<file path="config.mk">
export PLATFORM = sky130hd
export DESIGN_NAME = can_irq_unit
export DESIGN_NICKNAME = d
export VERILOG_FILES = /design/src/rtl/can_irq_pkg.sv /design/src/rtl/can_irq_errdet.sv /design/src/rtl/can_irq_prio.sv /design/src/rtl/can_irq_unit.sv
export SDC_FILE = /design/constraint.sdc
export NUM_CORES = 1
export LEC_CHECK = 0
export ABC_CLOCK_PERIOD_IN_PS = 2340
export CAP_MARGIN = 30
export CORE_MARGIN = 2
export CORE_UTILIZATION = 40
export CTS_CLUSTER_DIAMETER = 60
export CTS_CLUSTER_SIZE = 14
export DETAILED_ROUTE_END_ITERATION = 16
export PLACE_DENSITY = 0.83
export SLEW_MARGIN = 15
export SYNTH_ARGS = -nofsm -noshare
export SYNTH_HDL_FRONTEND = slang
export SYNTH_SLANG_ARGS = --single-unit
</file>
<file path="constraint.sdc">
create_clock -name clk -period 2.34 [get_ports clk]
set_clock_uncertainty 0.2 [all_clocks]
set_input_delay 0.468 -clock clk [delete_from_list [all_inputs] [get_ports clk]]
set_output_delay 0.468 -clock clk [all_outputs]
set_load 0.05 [all_outputs]
</file>
<file path="src/rtl/can_irq_pkg.sv">
package can_irq_pkg;
    localparam int NSRC   = 8;
    localparam int CODE_W = 3;
    localparam int ERR_W  = 8;

    localparam int SRC_RX0  = 0;
    localparam int SRC_RX1  = 1;
    localparam int SRC_TX0  = 2;
    localparam int SRC_TX1  = 3;
    localparam int SRC_TX2  = 4;
    localparam int SRC_ERR  = 5;
    localparam int SRC_WAKE = 6;
    localparam int SRC_MERR = 7;

    typedef struct packed {
        logic [NSRC-1:0] flags;
        logic [NSRC-1:0] en;
    } irq_state_t;

    // Fixed code per source position; 0 means the source has no code.
    function automatic logic [CODE_W-1:0] code_of(input int src);
        case (src)
            SRC_ERR:  code_of = 3'd1;
            SRC_WAKE: code_of = 3'd2;
            SRC_TX0:  code_of = 3'd3;
            SRC_TX1:  code_of = 3'd4;
            SRC_TX2:  code_of = 3'd5;
            SRC_RX0:  code_of = 3'd6;
            SRC_RX1:  code_of = 3'd7;
            default:  code_of = 3'd0;
        endcase
    endfunction
endpackage

</file>
<file path="src/rtl/can_irq_errdet.sv">
module can_irq_errdet #(
    parameter int ERR_W = 8
) (
    input  logic             clk,
    input  logic             rst_n,
    input  logic [ERR_W-1:0] cond_i,
    output logic             change_o
);
    logic [ERR_W-1:0] prev_d, prev_q;

    always_comb begin
        prev_d   = cond_i;
        change_o = (cond_i != prev_q);
    end

    always_ff @(posedge clk or negedge rst_n) begin
        if (!rst_n) prev_q <= '0;
        else        prev_q <= prev_d;
    end
endmodule

</file>
<file path="src/rtl/can_irq_prio.sv">
module can_irq_prio
    import can_irq_pkg::*;
#(
    parameter int N = NSRC
) (
    input  logic [N-1:0]      pend_i,
    output logic [CODE_W-1:0] code_o,
    output logic              any_o
);
    always_comb begin
        code_o = '0;
        any_o  = |pend_i;
        for (int b = 0; b < N; b++) begin
            if (pend_i[b] && code_of(b) != '0 &&
                (code_o == '0 || code_of(b) < code_o)) begin
                code_o = code_of(b);
            end
        end
    end
endmodule

</file>
<file path="src/rtl/can_irq_unit.sv">
module can_irq_unit
    import can_irq_pkg::*;
(
    input  logic              clk,
    input  logic              rst_n,
    input  logic [NSRC-1:0]   evt_i,
    input  logic [ERR_W-1:0]  err_cond_i,
    input  logic              en_we,
    input  logic [NSRC-1:0]   en_wdata,
    input  logic              clr_we,
    input  logic [NSRC-1:0]   clr_mask,
    output logic [NSRC-1:0]   en_o,
    output logic [NSRC-1:0]   flags_o,
    output logic              irq_n_o,
    output logic [CODE_W-1:0] code_o
);
    irq_state_t      st_d, st_q;
    logic            err_change;
    logic [NSRC-1:0] set_vec;
    logic [NSRC-1:0] pend;
    logic            pend_any;

    can_irq_errdet #(.ERR_W(ERR_W)) u_errdet (
        .clk      (clk),
        .rst_n    (rst_n),
        .cond_i   (err_cond_i),
        .change_o (err_change)
    );

    always_comb begin
        set_vec          = evt_i;
        set_vec[SRC_ERR] = evt_i[SRC_ERR] | err_change;

        st_d = st_q;
        if (en_we)  st_d.en    = en_wdata;
        if (clr_we) st_d.flags = st_q.flags & ~clr_mask;
        st_d.flags = st_d.flags | set_vec;   // set beats clear

        pend = st_q.flags & st_q.en;
    end

    always_ff @(posedge clk or negedge rst_n) begin
        if (!rst_n) st_q <= '0;
        else        st_q <= st_d;
    end

    can_irq_prio #(.N(NSRC)) u_prio (
        .pend_i (pend),
        .code_o (code_o),
        .any_o  (pend_any)
    );

    assign en_o    = st_q.en;
    assign flags_o = st_q.flags;
    assign irq_n_o = ~pend_any;
endmodule

</file>
* Word level (Yosys, flattened, before mapping)
Cells that the tools add are included.
** Storage, ports and cells
- Register bits after elaboration :: 24
** Cells by class
- Reductions and logical operators :: 19
- Bitwise operators :: 6
- Mux-type cells :: 8
- Equal/unequal tests :: 1
- $lt $le $gt $ge :: 6
** Operator list (count)
- 3-bit 2-to-1 mux :: 7
- 3-bit logical NOT :: 6
- 8-bit bitwise AND :: 2
- 3-bit less-than comparator (first input constant) :: 3
- 8-bit 2-to-1 mux :: 1
- 8-bit != test :: 1
- 8-bit inverter :: 1
- 8-bit bitwise OR :: 1
- 8-bit OR reduction :: 1
- 1-bit logical AND :: 6
- 1-bit logical OR :: 6
- 2-bit by 3-bit less-than comparator with 1-bit output (first input constant) :: 2
- 1-bit by 3-bit less-than comparator with 1-bit output (first input constant) :: 1
- 1-bit inverter :: 1
- 1-bit bitwise OR :: 1

* Logic depth before layout (Yosys ltp)
- Depth after elaboration :: 26
- Mapped depth :: 4

* Cells and area by module
A second synthesis with hierarchy kept.
** Second synthesis, totals
- Cell total of the unflattened synthesis :: 83
- Area, all modules :: 1027.2 um^2
** By module, submodules not included
- can_irq_unit :: times used 1, area an instance 660.6 um^2, sequential area each 400.4 um^2, cells an instance 51
- can_irq_errdet :: times used 1, area an instance 286.5 um^2, sequential area each 200.2 um^2, cells an instance 19
- can_irq_prio :: times used 1, area an instance 80.1 um^2, sequential area each 0.0 um^2, cells an instance 13

* Worst setup path before layout
Ideal clock, no wire load.
- Path type :: register -> output
- Start :: register st_q (netlist bit en_o[0])
- End :: output port irq_n_o
- Path slack :: -0.507 ns
- Required time :: 1.672 ns
- Arrival time :: 2.179 ns
- Stages on the path, launching flop included :: 4
- Cells stage by stage :: dfrtp_1 -> a22o_1 -> nand2b_1 -> a211oi_1
** On the way
- Word-level cells in the longest chain between the ends :: 3
** RTL lines
- from (decl) :: RTL line can_irq_unit.sv:17 : irq_state_t st_d, st_q;
- from (signal assigned) :: RTL line can_irq_unit.sv:44 : else st_q <= st_d;
- 8-bit bitwise AND :: RTL line can_irq_unit.sv:39 : pend = st_q.flags & st_q.en;
- 8-bit OR reduction :: RTL line can_irq_prio.sv:12 : any_o = |pend_i;
- 1-bit inverter :: RTL line can_irq_unit.sv:55 : assign irq_n_o = ~pend_any;
- to (decl) :: RTL line can_irq_unit.sv:14 : output logic irq_n_o,
Every way passes these cells.

* Worst setup path after layout
Same ends and word-level chain as after synthesis.

==> results.py <==
metrics = {
    "timing": {
        "finalSetupViolations": 0,
        "maxSlewHeadroom_pct": 65.6,
        "hold_violations": 0,
        "max_freq_mhz": 442,
        "fin_crit_ns": 2.26,
        "fin_crit_sh_pct": 96.6,
        "slew_viol_final": 0,
        "rsz0062_at_grt": "false",
        "worst_slew_pin_slew_ns": 0.514,
    },
    "route": {
        "drc": 0,
        "vias": 845,
        "drtIter0Drc": 5,
        "first_pass_iters": 4,
        "wl_um": 2450,
        "final_antenna_net_count": 0,
        "vias_per_cell": 5.09,
        "post_drt_wl_per_cell_um": 14.7,
    },
    "power_and_ir_drop": {
        "vdd.ir_drop.worst_mv": 0.458,
        "finalPower_mw": 1.02,
        "power.density_nw_per_um2": 612,
        "p_leak_nw": 0.689,
    },
    "setup_path": {
        "reg2reg_slack_ns": 0.97,
        "slowest_delay_ns": 0.43,
        "path_cells": "a22o_1 > nand2b_1 > a211oi_2 > buf_12",
        "cp-start-kind": "flip-flop",
        "cp.required_ns": 1.67,
        "cp_top_family": "compound AO/OA/AOI/OAI gates",
        "critPathMaxFanout": 4,
        "r2r_end": "flags_o[5]",
        "crit_buf_inv": 1,
        "r2r_cells": 3,
        "rr_startpoint": "u_errdet.prev_q[2]",
        "worstSetupPathType": "reg2out",
        "slowest_stage": "dfrtp_1",
        "endpoint_kind": "output pin",
        "arrival_ns": 1.59,
        "cp-startpoint": "en_o[0]",
    },
    "cts": {
        "worst_skew_pair.late_latency_ns": 0.30,
        "ctsHoldBuffers": 0,
        "clock_path_buffers": 2,
        "clock-root-buffer": "clkbuf_4",
        "cts_setup_buffers": 0,
        "cts_tree": "built",
        "path_clk_slew_ns": 0.12,
        "cts_buffers": 3,
        "clock-sinks": 24,
        "h-tree-depth": 1,
        "post_cts_resized": 0,
    },
    "placed_design": {
        "place_hpwl_um": 2010,
        "gp_congestion": 0.696,
        "postPlaceCellArea_um2": 1620,
        "portBuffers": 55,
    },
    "logic_synthesis": {
        "synth_fa_ha_area_share_pct": 0,
        "synth_xor_area_share_pct": 7.07,
        "synth_nets": 113,
        "synth_compound_area_share_pct": 13.1,
        "synth_area_um2": 991,
        "synth_top_area_cell": "dfrtp_1",
        "ys_seq_area_share_pct": 60.6,
        "synth_top_family_by_area": "compound AO/OA/AOI/OAI gates",
        "muxShareOfSynthArea_pct": 9.09,
        "yosysWarnings": 0,
        "synthSimpleGateAreaFrac_pct": 8.46,
        "yosysTopAreaCellShare_pct": 60.6,
        "ys_seq_elements": 24,
        "syn_area_per_cell_um2": 12.9,
        "netlist_instances": 77,
        "ys_types": 21,
        "synth_area_leaders": "dfrtp_1 (61%), mux2_2 (9.1%), xor2_1 (7.1%)",
    },
    "final_layout": {
        "layout_common_cells": "clkdlybuf4s50_1 (51), dfrtp_1 (24), nand2_1 (12)",
        "syn2layout_area_growth_pct": 67.6,
        "nNetsFinal": 173,
        "drive_gt1_share_pct": 17.6,
        "fillCellCount": 183,
        "fin_area_um2": 1660,
        "antenna_cells": 0,
        "final_common_cell": "clkdlybuf4s50_1",
    },
    "global_route": {
        "grt_pass1_wl_um": 3850,
        "overflow": 0,
        "grt_antenna_before_repair": 0,
        "track_usage_pct": 18.7,
        "grt_max_degree": 25,
        "grt_pass1_vias": 896,
    },
    "floorplanning": {
        "die_width_um": 53.8,
        "fp-row-count": 18,
        "die_area_um2": 2890,
        "top_level_ports": 56,
        "die_y_um": 53.8,
        "initial_core_util_pct": 41.1,
        "core-area_um2": 2410,
    },
    "status": {
        "status": "finished clean",
    },
    "min_path": {
        "hold_class": "in2async",
    },
    "flow_run": {
        "maxCapViolations": 0,
    },
}
-- cell families after synthesis --
family	count (synthesis)
AND/OR/NAND/NOR	19
XOR/XNOR	8
AO/OA/AOI/OAI	16
buffers and inverters	2
multiplexers	8
flip-flops	24
-- synthesized netlist by cell type --
cell / instances
nand2_1: 12
nand2b_1: 1
nor2_1: 1
a32oi_1: 1
buf_2: 1
nand3_1: 2
buf_6: 1
a31oi_1: 1
a211oi_1: 1
a21o_1: 7
a22oi_1: 1
nor2b_1: 1
xor2_1: 8
mux2_2: 8
a22o_1: 2
nand2_2: 1
dfrtp_1: 24
nor4_1: 1
a32o_1: 1
a2111oi_2: 1
o21ai_1: 1
-- stage by stage --
| step | hold WS, ns | utilization, % | std cells | TNS (ns) | worst slack [ns] |
|---|---|---|---|---|---|
| 2_1_floorplan | -0.0276 | - | 77 | -0.0275 | -0.0275 |
| 3_3_place_gp | 0.306 | 67.4 | 162 | 0 | 0.453 |
| 3_5_place_dp | 0.316 | 67.4 | 162 | 0 | 0.402 |
| 4_1_cts | 0.318 | 68.9 | 166 | 0 | 0.0641 |
| 5_1_grt | 0.328 | 68.9 | 166 | 0 | 0.00107 |
| 6_report | 0.317 | 68.9 | 166 | 0 | 0.0787 |
-- state kept, by name (all words and copies together) (netlist names) --
signal           count
u_errdet.prev_q      8
flags_o              8
en_o                 8
-- area by class of cell --
| type | count | area [um^2] | share of cell area (%) |
|---|---|---|---|
| multi-input combinational | 51 | 393 | 23.7 |
| timing repair buffer | 57 | 593 | 35.7 |
| clock buffer | 4 | 36.3 | 2.19 |
| tap | 30 | 37.5 | 2.26 |
| sequential | 24 | 601 | 36.2 |
-- worst max path at each step --
stage	to	slack (ns)	cells after the start
5_1_grt	irq_n_o	0.001	4
6_report	irq_n_o	0.08	4
3_5_place_dp	flags_o[5]	0.40	4
4_1_cts	irq_n_o	0.06	4
3_3_place_gp	flags_o[5]	0.45	1
2_1_floorplan	irq_n_o	-0.03	3
-- layer usage --
layer  global-route usage, %  up-vias  wire, um
met5                       0        -         0
met4                    2.56        0        12
met3                    4.44        2       195
met2                    35.8       40      1340
met1                    21.3      410       902
li1                        -      393         -
-- power by group --
part           switching (mW)  leakage [nW]  internal, mW
combinational           0.179         0.402         0.155
sequential             0.0275         0.266         0.443
clock                   0.117        0.0210        0.0949
total                   0.323         0.689         0.693
(Power assumes the default switching activity.)
